`src/rtl/pcd_pkg.sv`:
```
package pcd_pkg;
    // Action applied to the period counter in a given cycle
    typedef enum logic [1:0] {
        CNT_HOLD  = 2'd0,
        CNT_CLEAR = 2'd1,
        CNT_STEP  = 2'd2
    } cnt_act_e;
endpackage

```
`src/rtl/pcd_divisor_store.sv`:
```
module pcd_divisor_store #(
    parameter int unsigned DIV_W        = 8,
    parameter int unsigned INIT_DIVISOR = 4
) (
    input  logic             clk,
    input  logic             rst_n,
    input  logic             restart,
    input  logic [DIV_W-1:0] divisor,
    output logic [DIV_W-1:0] div_q,
    output logic             zero,
    output logic             load
);
    localparam logic [DIV_W-1:0] INIT_VAL = DIV_W'(INIT_DIVISOR);

    typedef struct packed {
        logic [DIV_W-1:0] div;
    } store_t;

    store_t st_d, st_q;

    always_comb begin
        st_d = st_q;
        zero = (st_q.div == '0);
        // a restart always reloads; a zero store adopts any non-zero value
        load = restart | (zero & (|divisor));
        if (load) begin
            st_d.div = divisor;
        end
    end

    always_ff @(posedge clk) begin
        if (!rst_n) begin
            st_q.div <= INIT_VAL;
        end else begin
            st_q <= st_d;
        end
    end

    assign div_q = st_q.div;
endmodule

```
`src/rtl/pcd_period_counter.sv`:
```
module pcd_period_counter
    import pcd_pkg::*;
#(
    parameter int unsigned DIV_W = 8
) (
    input  logic             clk,
    input  logic             rst_n,
    input  cnt_act_e         act,
    input  logic [DIV_W-1:0] div_q,
    output logic             at_end
);
    localparam logic [DIV_W-1:0] ONE = DIV_W'(1);

    typedef struct packed {
        logic [DIV_W-1:0] cnt;
    } count_t;

    count_t st_d, st_q;

    always_comb begin
        st_d   = st_q;
        // last pulse of the period is the one seen when cnt == div-1
        at_end = (div_q != '0) && (st_q.cnt == div_q - ONE);
        unique case (act)
            CNT_CLEAR: st_d.cnt = '0;
            CNT_STEP:  st_d.cnt = at_end ? '0 : st_q.cnt + ONE;
            default:   st_d.cnt = st_q.cnt;
        endcase
    end

    always_ff @(posedge clk) begin
        if (!rst_n) begin
            st_q.cnt <= '0;
        end else begin
            st_q <= st_d;
        end
    end
endmodule

```
`src/rtl/pulse_count_divider.sv`:
```
module pulse_count_divider
    import pcd_pkg::*;
#(
    parameter int unsigned DIV_W        = 8,
    parameter int unsigned INIT_DIVISOR = 4
) (
    input  logic             clk,
    input  logic             rst_n,
    input  logic             restart,
    input  logic [DIV_W-1:0] divisor,
    input  logic             pulses_in,
    output logic             pulse_out,
    output logic             div_by_zero
);
    logic [DIV_W-1:0] div_q;
    logic             zero;
    logic             load;
    logic             at_end;
    cnt_act_e         act;

    pcd_divisor_store #(
        .DIV_W        (DIV_W),
        .INIT_DIVISOR (INIT_DIVISOR)
    ) u_store (
        .clk     (clk),
        .rst_n   (rst_n),
        .restart (restart),
        .divisor (divisor),
        .div_q   (div_q),
        .zero    (zero),
        .load    (load)
    );

    pcd_period_counter #(
        .DIV_W (DIV_W)
    ) u_count (
        .clk    (clk),
        .rst_n  (rst_n),
        .act    (act),
        .div_q  (div_q),
        .at_end (at_end)
    );

    always_comb begin
        // a reload wins over a pulse in the same cycle
        if (load) begin
            act = CNT_CLEAR;
        end else if (pulses_in && !zero) begin
            act = CNT_STEP;
        end else begin
            act = CNT_HOLD;
        end
        pulse_out   = pulses_in && !load && !zero && at_end;
        div_by_zero = zero;
    end
endmodule

```
`config.mk`:
```
export PLATFORM = sky130hd
export DESIGN_NAME = pulse_count_divider
export DESIGN_NICKNAME = d
export VERILOG_FILES = /design/src/rtl/pcd_pkg.sv /design/src/rtl/pcd_divisor_store.sv /design/src/rtl/pcd_period_counter.sv /design/src/rtl/pulse_count_divider.sv
export SDC_FILE = /design/constraint.sdc
export NUM_CORES = 1
export LEC_CHECK = 0
export BUFFER_PORTS_ARGS = -buffer_cell sky130_fd_sc_hd__buf_4
export CORE_MARGIN = 8
export CORE_UTILIZATION = 30
export CTS_CLUSTER_DIAMETER = 50
export DETAILED_ROUTE_END_ITERATION = 8
export GPL_TIMING_DRIVEN = 1
export HOLD_SLACK_MARGIN = 0.08
export PLACE_DENSITY = 0.58
export SETUP_SLACK_MARGIN = 0.3
export SYNTH_ARGS = -nofsm -noshare
export SYNTH_HDL_FRONTEND = slang
export SYNTH_SLANG_ARGS = --single-unit
```
`constraint.sdc`:
```
create_clock -name clk -period 2.65 [get_ports clk]
set_input_delay 0.53 -clock clk [delete_from_list [all_inputs] [get_ports clk]]
set_output_delay 0.53 -clock clk [all_outputs]
set_load 0.03 [all_outputs]
```
**Yosys cells after proc, flatten, opt, wreduce, memory -nomap -nowiden**

Cells that the tools add are included.

- Flip-flop bits (word level): 16
- Latch bits: 0
- Memory bits (writable): 0
- Bits in read-only memories: 0
- Output and inout bits: 2
- Logic and storage cells: 24
- Memories kept: 0

- $add $sub $neg: 2
- Multipliers: 0
- Divide/modulo/power cells: 0
- $lt $le $gt $ge: 0
- Eq/ne operators: 3
- Shift-type cells: 0
- Muxes and demuxes: 4
- Bitwise gates (word level): 2
- Reductions and logical operators: 11

Operators by type and width:

| operator | count |
|---|---|
| case mux 8 bit (2 select lines) | 1 |
| adder 8 x 1 -> 8 bit, second input constant | 1 |
| == test 8 bit | 1 |
| zero test 8 bit | 1 |
| two-way mux 8 bit | 1 |
| nonzero test 8 bit | 1 |
| OR reduction 8 bit | 1 |
| subtractor 8 x 1 -> 8 bit, second input constant | 1 |
| logical AND 1 bit | 5 |
| two-way mux 2 bit | 2 |
| == test 2 x 1 -> 1 bit, second input constant | 1 |
| == test 2 bit, second input constant | 1 |
| zero test 1 bit | 2 |
| nonzero test 2 bit | 1 |
| bitwise AND 1 bit | 1 |
| OR 1 bit | 1 |

**Logic depth before layout (Yosys ltp)**

Gate-level depths: netlist of run 1.

- Depth after elaboration: 7
- Depth in mapped cells: 8
- Gate-level depth less buffers: 8

**Cells and area by module**

Synthesis of run 1 repeated with hierarchy kept, for this count alone.

- Cell total of the unflattened synthesis: 148
- Area total of the unflattened synthesis: 1,163.6 µm²

By module, submodules not included:

| module | times used | cells each | area an instance (µm²) | sequential area each (µm²) |
|---|---|---|---|---|
| pcd_period_counter | 1 | 97 | 757.0 | 160.2 |
| pcd_divisor_store | 1 | 49 | 386.6 | 160.2 |
| pulse_count_divider | 1 | 2 | 20.0 | 0.0 |

**Worst setup path after synthesis of run 1**

No wires, ideal clock.

- Path kind: register to output
- Start: register u_store.st_q, in the netlist u_store.div_q[0]
- End: output port pulse_out
- Data arrival time: 1.940 ns
- Required time: 2.120 ns
- Setup slack: 0.180 ns
- Cell stages (with the launch flop): 8
- Cell sequence: dfxtp_1 -> inv_1 -> ha_1 -> o21ba_2 -> a221oi_1 -> a31oi_1 -> nor3_1 -> and4b_1

- Longest elaborated chain between the ends: 7
- Elaborated cells between the ends (all ways): 12

RTL lines:

| what | line | source |
|---|---|---|
| start, declared | pcd_divisor_store.sv:19 | `store_t st_d, st_q;` |
| start signal, assigned | pcd_divisor_store.sv:35 | `st_q <= st_d;` |
| parallel branches: the longest is 6 deep, another holds subtractor 8 x 1 -> 8 bit | n/a |  |
| logical AND 1 bit (*) | pulse_count_divider.sv:53 | `pulse_out = pulses_in && !load && !zero && at_end;` |
| end, declared | pulse_count_divider.sv:12 | `output logic pulse_out,` |

Mark *: on every way between the ends.

**Worst setup path after layout of run 1**

- Start: register u_store.st_q, in the netlist u_store.div_q[4]
- End: output port pulse_out

The elaborated chain is that of the path after synthesis.

==> results of run 1 <==
-- cells by family after synthesis --
family,after synthesis,share of synthesized area
and+or+nand+nor,41,0.221
AOI/OAI and AO/OA,30,0.213
adders and majority gates,3,0.0390
xor gates and xnor gates,16,0.146
buffers and inverters,7,0.0273
muxes,2,0.0208
DFF,16,0.333
-- through the flow --
stage / cells / util / total power [W] / hold slack [ns] / TNS (ns)
CTS: 180 / 0.406 / 0.000503 / 0.412 / 0
detailed placement: 171 / 0.367 / 0.000362 / 0.500 / 0
finish: 180 / 0.407 / 0.000505 / 0.411 / 0
global placement: 171 / 0.367 / 0.000359 / 0.479 / 0
global route: 180 / 0.407 / 0.000535 / 0.409 / -0.0893
floorplan: 115 / - / 0.000328 / 0.456 / 0
-- worst max-delay path: stages (launching register included) --
cell,delay (ns)
dfxtp_4,0.35
or4_4,0.52
xor2_1,0.19
a41oi_2,0.14
nor3_2,0.22
and4b_2,0.25
buf_6,0.13
-- synth_stat cells, drive strengths merged (2+ instances only) --
cell type,n,area share
a21oi,7,0.036
nor4,2,0.013
ha,3,0.039
xor2,9,0.082
nor3,3,0.016
dfxtp,16,0.33
inv,4,0.016
xnor2,7,0.064
o21ai,11,0.057
nor2,6,0.023
clkbuf,2,0.0078
mux2i,2,0.021
and3,3,0.020
nand2,16,0.062
o31ai,4,0.031
a211oi,2,0.016
nand3,4,0.021
-- power breakdown --
| part | internal [W] | switching [W] |
|---|---|---|
| Combinational | 0.0000566 | 0.0000588 |
| Clock | 0.0000528 | 0.0000772 |
| Sequential | 0.000249 | 0.0000100 |
| Total | 0.000359 | 0.000146 |
-- timing repair --
| action | 4_1_cts | 5_1_grt |
|---|---|---|
| pin swaps | 4 | 2 |
| setup buffers | 6 | 0 |
| resized for setup | 14 | 3 |
| endpoints found under the setup margin | 2 | 2 |
-- placed cells by master (no fill, tap or decap), drive strengths merged, types with 2 or more instances in the layout --
master | synthesis | layout
a211oi | 2 | 2
a21oi | 7 | 7
and3 | 3 | 3
buf | 0 | 20
clkbuf | 2 | 3
dfxtp | 16 | 16
ha | 3 | 3
inv | 4 | 3
mux2i | 2 | 2
nand2 | 16 | 16
nand3 | 4 | 4
nor2 | 6 | 6
nor3 | 3 | 3
nor4 | 2 | 2
o21ai | 11 | 11
o31ai | 4 | 4
xnor2 | 7 | 7
xor2 | 9 | 9
-- how the worst min path moves through the flow --
| stage | start | to | cells after the start |
|---|---|---|---|
| 2_1_floorplan | u_store.div_q[6] | u_store.div_q[6] | 2 |
| 3_3_place_gp | u_store.div_q[1] | u_store.div_q[1] | 2 |
| 3_5_place_dp | u_store.div_q[1] | u_store.div_q[1] | 2 |
| 4_1_cts | rst_n | u_store.div_q[2] | 2 |
| 5_1_grt | rst_n | u_store.div_q[2] | 2 |
| 6_report | rst_n | u_store.div_q[2] | 2 |
-- registers in the layout (all words and copies together) (netlist names) --
signal         flops
u_count.st_q       8
u_store.div_q      8
-- final cells by class --
type	instances	area, sq um
Sequential cell	16	327
Multi-Input combinational cell	92	654
Fill cell	319	1810
Tap cell	44	55.1
Timing Repair Buffer	20	161
Clock buffer	3	22.5
Inverter	5	22.5
-- metal layers --
layer,vias up,global-route usage,part of all wire
met5,-,0,0
met4,0,0.0422,0.016
met2,20,0.181,0.51
met1,434,0.104,0.44
met3,4,0.0151,0.034
li1,456,-,-
==> results.sh, run 1 <==
export IMPL_slew_headroom=0.577
export IMPL_htree_levels=1
export IMPL_min_period_ns=2.62
export IMPL_setup_slack_ns=0.0296
export IMPL_ant_nets=0
export IMPL_required_ns=2.12
export IMPL_vdd_drop_max_mv=0.128
export IMPL_fin_skew_ns=0.00740
export IMPL_grt_pass1_wl_mm=4.09
export IMPL_n_antenna_cell=0
export IMPL_place_area_sq_um=1120
export IMPL_port_buffers=13
export IMPL_final_area_sq_um=1240
export IMPL_worst_pin_slew_ns=0.633
export IMPL_finalCritPeriodShare=0.989
export IMPL_critPathLaunch="u_store.div_q[4]"
export IMPL_r2r_start="u_store.div_q[0]"
export IMPL_first_pass_iters=4
export IMPL_tritoncts="yes"
export IMPL_powerDensity_nw_per_um2=406
export IMPL_ios=14
export IMPL_synth_seq_cells=16
export IMPL_grt_max_degree=12
export IMPL_synthFlopType="dfxtp_1"
export IMPL_drtIter0Drc=66
export IMPL_routabilityCongestion=0.738
export IMPL_die_w_um=72.6
export IMPL_hold_viol=0
export IMPL_initial_utilization=0.315
export IMPL_path_clk_slew_ns=0.10
export IMPL_dieArea_sq_um=5280
export IMPL_status="complete, no violations"
export IMPL_synth_area_sq_um=962
export IMPL_grt_overflow_total=0
export IMPL_antenna_found_initial=0
export IMPL_max_clock_freq_ghz=0.382
export IMPL_wl_per_cell_um=13.5
export IMPL_crit_fanout=3
export IMPL_synth_edf_count=0
export IMPL_synth_cell_types=31
export IMPL_timing_final_max_slew_violations=0
export IMPL_synth_seq_area_share=0.333
export IMPL_vias_per_cell=5.08
export IMPL_leakage_nw=0.460
export IMPL_cts_max_path_buffers=2
export IMPL_area_delta_synth_final_pct=29.1
export IMPL_setup_viol=0
export IMPL_drc=0
export IMPL_rr_worst_depth=8
export IMPL_vias=914
export IMPL_drive_above_1_share=0.301
export IMPL_insertion_delay_ns=0.29
export IMPL_nets=153
export IMPL_crit_path_end="pulse_out"
export IMPL_r2r_slack_ns=0.50
export IMPL_hpwlAfterDp_mm=1.78
export IMPL_hold_path_class="primary input to flop"
export IMPL_timing_rr_end="u_count.st_q[5]"
export IMPL_critical_path_class="flop to output pin"
export IMPL_clock_sinks=16
export IMPL_cap_violations=0
export IMPL_critPathCaptureType="output pin"
export IMPL_postSynthAreaPerCell_sq_um=8.37
export IMPL_dp_slack_ns=0.0894
export IMPL_cts_root_buffer="clkbuf_4"
export IMPL_yosysWarnings=0
export IMPL_placementRows=20
export IMPL_wl_mm=2.43
export IMPL_rsz0062_at_grt="true"
export IMPL_placeableCoreArea_sq_um=3050
export IMPL_syn_nets=130
export IMPL_grt_pass1_vias=927
export IMPL_ctsHoldBuffers=0
export IMPL_track_usage=0.0970
export IMPL_die_y_um=72.6
export IMPL_cp_start_kind="flop"
export IMPL_async_flop_share=0
export IMPL_cts_buffers=3
export IMPL_arrival_ns=2.09
export IMPL_syn_inst=115
Power figures use the tool's default switching activity.
==> run 2, diff against run 1 <==
--- a/config.mk
+++ b/config.mk
@@ -7,13 +7,14 @@
 export LEC_CHECK = 0
 export BUFFER_PORTS_ARGS = -buffer_cell sky130_fd_sc_hd__buf_4
 export CORE_MARGIN = 8
-export CORE_UTILIZATION = 30
+export CORE_UTILIZATION = 41
 export CTS_CLUSTER_DIAMETER = 50
 export DETAILED_ROUTE_END_ITERATION = 8
 export GPL_TIMING_DRIVEN = 1
 export HOLD_SLACK_MARGIN = 0.08
-export PLACE_DENSITY = 0.58
+export PLACE_DENSITY = 0.71
 export SETUP_SLACK_MARGIN = 0.3
 export SYNTH_ARGS = -nofsm -noshare
 export SYNTH_HDL_FRONTEND = slang
+export SYNTH_HIERARCHICAL = 1
 export SYNTH_SLANG_ARGS = --single-unit
==> run 2 against run 1 <==
Against the previous run: the flow now finishes with violations (negative setup slack); register-to-register slack better by 0.02 ns; worst hold slack better by 0.10 ns; maximum frequency is 2.9% lower; synthesized cell count is 29% higher; clock power hardly changed; core utilization is 12 points higher; worst setup slack worse by 0.077 ns; via count is 24% higher; final area is 16% higher; routed wire length is 16% higher; largest cell class unchanged; highest routed layer unchanged.
==> results.sh, run 2 <==
export IMPL_finalPower_w=0.000542
export IMPL_max_clock_freq_ghz=0.371
export IMPL_cp_start_kind="flop"
export IMPL_timing_final_max_slew_violations=0
export IMPL_postSynthAreaPerCell_sq_um=7.86
export IMPL_drive_above_1_share=0.309
export IMPL_insertion_delay_ns=0.28
export IMPL_status="finished, violations left"
export IMPL_required_ns=2.12
export IMPL_synthTopCellsByArea="dfxtp_1 (28%), o21ai_0 (5.2%), nand3_1 (4.7%)"
export IMPL_tns_ns=-0.0474
export IMPL_cts_buffers=3
export IMPL_dr_wl_met3_um=64
export IMPL_mostFrequentLayoutCells="buf_4 (17), o21ai_0 (12), nand3_1 (11)"
export IMPL_ios=14
export IMPL_nets=181
export IMPL_tritoncts="yes"
export IMPL_synth_seq_cells=16
export IMPL_dieArea_sq_um=4800
export IMPL_violations="negative setup slack"
export IMPL_syn_nets=163
export IMPL_hpwlAfterDp_mm=2.04
export IMPL_ctsHoldBuffers=0
export IMPL_synth_area_sq_um=1160
export IMPL_n_antenna_cell=0
export IMPL_top_layer_used="met4"
export IMPL_vias_per_cell=5.78
export IMPL_async_flop_share=0
export IMPL_yosysTopAreaCell="dfxtp_1"
export IMPL_cts_max_path_buffers=2
export IMPL_grt_overflow_total=0
export IMPL_setup_viol=1
export IMPL_antenna_found_initial=0
export IMPL_synth_common_cells="dfxtp_1 (16), o21ai_0 (12), nand3_1 (11), nor2_1 (11), nand2_1 (10)"
export IMPL_routabilityCongestion=0.847
export IMPL_area_delta_synth_final_pct=24.0
export IMPL_final_common_cell="buf_4"
export IMPL_clock_sinks=16
export IMPL_initial_utilization=0.426
export IMPL_placementRows=19
export IMPL_grt_pass1_wl_mm=4.84
export IMPL_wl_met2_mm=1.33
export IMPL_hold_path_class="flop to flop"
export IMPL_placeableCoreArea_sq_um=2730
export IMPL_worst_pin_slew_ns=0.335
export IMPL_cts_root_buffer="clkbuf_4"
export IMPL_powerDensity_nw_per_um2=376
export IMPL_finalCritPeriodShare=1.02
export IMPL_synthFlopType="dfxtp_1"
export IMPL_drt_met1_wl_mm=1.38
export IMPL_die_y_um=69.3
export IMPL_min_period_ns=2.70
export IMPL_synth_top_area_frac=0.275
export IMPL_syn_inst=148
export IMPL_hold_viol=0
export IMPL_critical_path_class="flop to output pin"
export IMPL_drc=0
export IMPL_path_clk_slew_ns=0.09
export IMPL_die_w_um=69.3
export IMPL_grt_max_degree=21
export IMPL_crit_fanout=3
export IMPL_vias=1132
export IMPL_wl_per_cell_um=14.4
export IMPL_yosysWarnings=6
export IMPL_holdWs_ns=0.513
export IMPL_wl_mm=2.82
export IMPL_slew_headroom=0.776
export IMPL_fin_skew_ns=0.0103
export IMPL_leakage_nw=0.558
export IMPL_synth_cell_types=43
export IMPL_rsz0062_at_grt="true"
export IMPL_cap_violations=0
export IMPL_critPathCaptureType="output pin"
export IMPL_ant_nets=0
export IMPL_yosysMostFrequentCell="dfxtp_1"
export IMPL_synth_edf_count=0
export IMPL_drtIter0Drc=55
export IMPL_grt_pass1_vias=1073
export IMPL_utilization=0.528
export IMPL_dp_slack_ns=0.177
export IMPL_first_pass_iters=4
export IMPL_setup_slack_ns=-0.0474
export IMPL_synth_seq_area_share=0.275
export IMPL_htree_levels=1
export IMPL_track_usage=0.114
export IMPL_arrival_ns=2.17
export IMPL_port_buffers=13
export IMPL_fillers=243
export IMPL_vdd_drop_max_mv=0.321
-- run 2: area by class of cell --
cell class | instances | area (sq um) | share of cell area
Timing Repair Buffer | 18 | 139 | 0.0963
Sequential cell | 16 | 334 | 0.232
Inverter | 9 | 35.0 | 0.0243
Tap cell | 31 | 38.8 | 0.0269
Clock buffer | 4 | 26.3 | 0.0182
Multi-Input combinational cell | 118 | 870 | 0.603
-- run 2: critical path, stage by stage, from the launching register on --
cell	delay, ns
dfxtp_4	0.36
inv_2	0.06
ha_4	0.15
or4b_4	0.50
nor2_4	0.10
xnor2_1	0.13
o211ai_2	0.15
inv_2	0.07
and4bb_4	0.23
buf_6	0.13
-- run 2: report_power, final --
part	switching (W)	leakage, nW	internal [W]
combinational	0.0000726	0.410	0.0000714
clock	0.0000708	0.0150	0.0000583
sequential	0.0000196	0.133	0.000249
-- run 2: metrics by stage --
stage | area (sq um) | std cells
6_report | 1440 | 196
5_1_grt | 1440 | 196
4_1_cts | 1400 | 196
3_5_place_dp | 1320 | 190
3_3_place_gp | 1320 | 190
2_1_floorplan | 1190 | 148
-- run 2: path summary, 6_finish.rpt --
check                         from               to  slack [ns]  cells after the start
setup / recovery  u_store/div_q[1]        pulse_out       -0.05                      9
hold reg to reg    u_count/st_q[6]  u_count/st_q[6]        0.51                      2
setup reg to reg  u_store/div_q[0]  u_count/st_q[4]        0.52                     11
hold / removal     u_count/st_q[6]  u_count/st_q[6]        0.51                      2
-- run 2: logic make-up (layout without fill, tap and decap cells) --
kind of cell | count (synthesis) | count (layout) | share of synthesized area
AO/OA/AOI/OAI | 36 | 36 | 0.213
flip-flops | 16 | 16 | 0.275
XOR/XNOR | 9 | 9 | 0.0677
adder cells (fa/ha/maj) | 3 | 3 | 0.0323
AND/OR/NAND/NOR | 70 | 70 | 0.357
buffers and inverters | 14 | 31 | 0.0548
-- run 2: per-layer routing --
layer,GRT usage,up-vias
li1,-,578
met1,0.145,529
met2,0.184,21
met3,0.0129,4
met4,0.0524,0
met5,0,-
-- run 2: repair_timing --
| item | in CTS | in global routing |
|---|---|---|
| gates resized for setup | 6 | 12 |
| hold endpoints to repair | 0 | 0 |
| pin swaps | 3 | 0 |
| endpoints found under the setup margin | 1 | 9 |
| setup buffers | 2 | 0 |
==> run 3, diff against run 2 <==
--- a/config.mk
+++ b/config.mk
@@ -6,7 +6,6 @@
 export NUM_CORES = 1
 export LEC_CHECK = 0
 export BUFFER_PORTS_ARGS = -buffer_cell sky130_fd_sc_hd__buf_4
-export CORE_MARGIN = 8
 export CORE_UTILIZATION = 41
 export CTS_CLUSTER_DIAMETER = 50
 export DETAILED_ROUTE_END_ITERATION = 8
==> constraint.sdc (replaced) <==
create_clock -name clk -period 2.65 [get_ports clk]
set_input_delay 0 -clock clk [delete_from_list [all_inputs] [get_ports clk]]
set_output_delay 0 -clock clk [all_outputs]
set_load 0.03 [all_outputs]
==> run 3 against run 2 <==
Against the previous run: the run now ends clean; core utilization is 9.7 points higher; largest power group unchanged; critical path type unchanged; highest routed layer unchanged; clock-buffer cell count down 1; clock skew is 0.0080 ns lower; final area is 11% higher; largest cell class unchanged; sequential power about the same; routed wire length increased by 15%; die area fell by 36%.
==> results.sh, run 3 (same netlist as run 2, synthesis figures left out) <==
export IMPL_tns_ns=0
export IMPL_hold_viol=0
export IMPL_required_ns=2.65
export IMPL_cp_top_family="simple AND/OR/NAND/NOR gates"
export IMPL_top_layer_used="met4"
export IMPL_mostFrequentLayoutCells="dlygate4sd3_1 (20), buf_4 (16), o21ai_0 (12)"
export IMPL_critPathMaxStageDelay_ns=0.49
export IMPL_wl_met2_mm=1.62
export IMPL_multi_input_comb_area_sq_um=853
export IMPL_fin_skew_ns=0.00233
export IMPL_die_w_um=55.3
export IMPL_arrival_ns=2.28
export IMPL_crit_top_cell="inv_1"
export IMPL_placementRows=18
export IMPL_rsz0062_at_grt="true"
export IMPL_max_clock_freq_ghz=0.439
export IMPL_cts_root_buffer="clkbuf_4"
export IMPL_track_usage=0.219
export IMPL_hold_path_class="primary input to flop"
export IMPL_critical_path_class="flop to output pin"
export IMPL_vdd_drop_max_mv=0.365
export IMPL_grt_overflow_total=0
export IMPL_vias_per_cell=6.03
export IMPL_leakage_nw=0.624
export IMPL_wl_mm=3.24
export IMPL_grt_max_degree=21
export IMPL_drc=0
export IMPL_grt_pass1_wl_mm=5.31
export IMPL_drtIter0Drc=45
export IMPL_initial_utilization=0.453
export IMPL_crit_path_end="pulse_out"
export IMPL_hpwlAfterDp_mm=1.94
export IMPL_port_buffers=13
export IMPL_rr_worst_depth=10
export IMPL_slowest_stage="or4b_4"
export IMPL_timing_final_max_slew_violations=0
export IMPL_insertion_delay_ns=0.29
export IMPL_cp_start_kind="flop"
export IMPL_n_antenna_cell=0
export IMPL_cts_max_path_buffers=2
export IMPL_vias=1278
export IMPL_holdWs_ns=0.0843
export IMPL_routabilityCongestion=0.956
export IMPL_crit_path_cell_trace="inv_1 > ha_4 > or4b_4 > nor4_4 > a2111oi_4 > o211ai_2 > inv_1 > and4bb_2 > buf_4"
export IMPL_worstSetupPathDepth=9
export IMPL_wl_per_cell_um=15.3
export IMPL_antenna_found_initial=0
export IMPL_clock_sinks=16
export IMPL_critPathCaptureType="output pin"
export IMPL_nets=199
export IMPL_slew_headroom=0.733
export IMPL_htree_levels=1
export IMPL_area_delta_synth_final_pct=37.7
export IMPL_tritoncts="yes"
export IMPL_r2r_start="u_store/div_q[6]"
export IMPL_ant_nets=0
export IMPL_min_period_ns=2.28
export IMPL_worst_pin_slew_ns=0.395
export IMPL_dieArea_sq_um=3060
export IMPL_dr_wl_met3_um=155
export IMPL_die_y_um=55.3
export IMPL_ios=14
export IMPL_fillers=215
export IMPL_cap_violations=0
export IMPL_placeableCoreArea_sq_um=2570
export IMPL_timing_rr_end="u_count/st_q[4]"
export IMPL_cp_buffers_inverters=3
export IMPL_drt_met1_wl_mm=1.36
export IMPL_seqCellArea_sq_um=334
export IMPL_setup_viol=0
export IMPL_cts_buffers=3
export IMPL_status="complete, no violations"
export IMPL_drive_above_1_share=0.236
export IMPL_path_clk_slew_ns=0.09
export IMPL_first_pass_iters=5
export IMPL_powerDensity_nw_per_um2=355
export IMPL_finalCritPeriodShare=0.859
export IMPL_critPathLaunch="u_store/div_q[0]"
export IMPL_final_common_cell="dlygate4sd3_1"
export IMPL_r2r_slack_ns=0.51
export IMPL_grt_pass1_vias=1216
export IMPL_crit_fanout=8
run 3: changes by cell type in the layout (fill, tap and decap cells not counted), sizes merged:
cell and delta:
clkbuf -1, dlygate4sd3 +20, buf -2
run 3: worst min-delay path by stage:
stage	from	endpoint	slack, ns	depth (start not counted)
2_1_floorplan	rst_n	u_store/div_q[2]	0.08	1
3_3_place_gp	divisor[2]	u_store/div_q[2]	0.28	3
3_5_place_dp	divisor[2]	u_store/div_q[2]	0.29	3
4_1_cts	restart	u_store/div_q[7]	0.09	3
5_1_grt	restart	u_store/div_q[4]	0.09	3
6_report	restart	u_store/div_q[7]	0.08	3
run 3: area by class of cell:
class / count / area share
clock buffer: 3 / 0.0141
inverter: 9 / 0.0219
multi-input combinational: 118 / 0.532
sequential: 16 / 0.208
tap: 30 / 0.0234
timing repair buffer: 36 / 0.200
run 3: routing by layer:
layer  global-route usage  vias up
met3               0.0281       12
met1                0.272      607
met2                0.360       42
met4                0.132        0
li1                     -      617
met5                    0        -
run 3: per-stage QoR:
step | setup slack (ns) | utilization | power [W] | instance area (sq um) | instances
after floorplan | 0.561 | - | 0.000352 | 1160 | 148
after global placement | 0.337 | 0.500 | 0.000385 | 1280 | 188
after detailed placement | 0.286 | 0.500 | 0.000390 | 1280 | 188
after CTS | 0.292 | 0.592 | 0.000542 | 1520 | 212
after global routing | 0.309 | 0.624 | 0.000605 | 1600 | 212
final | 0.375 | 0.624 | 0.000570 | 1600 | 212
run 3: power breakdown:
part	internal, W	total (W)	leakage (nW)	switching [W]
clock network	0.0000528	0.000130	0.0138	0.0000770
registers	0.000250	0.000270	0.133	0.0000206
logic	0.0000895	0.000170	0.477	0.0000801
total	0.000392	0.000570	0.624	0.000178
run 3: what timing repair did:
action | in CTS | in global routing
hold endpoints to repair | 16 | 0
setup endpoints to repair | 2 | 9
setup buffers | 1 | 0
hold buffers | 20 | 0
pin swaps | 1 | 1
resized for setup | 3 | 17
run 3: worst min-delay path, cell delays in order:
cell     delay [ns]
buf_4          0.17
nor2_1         0.10
a21oi_1        0.07
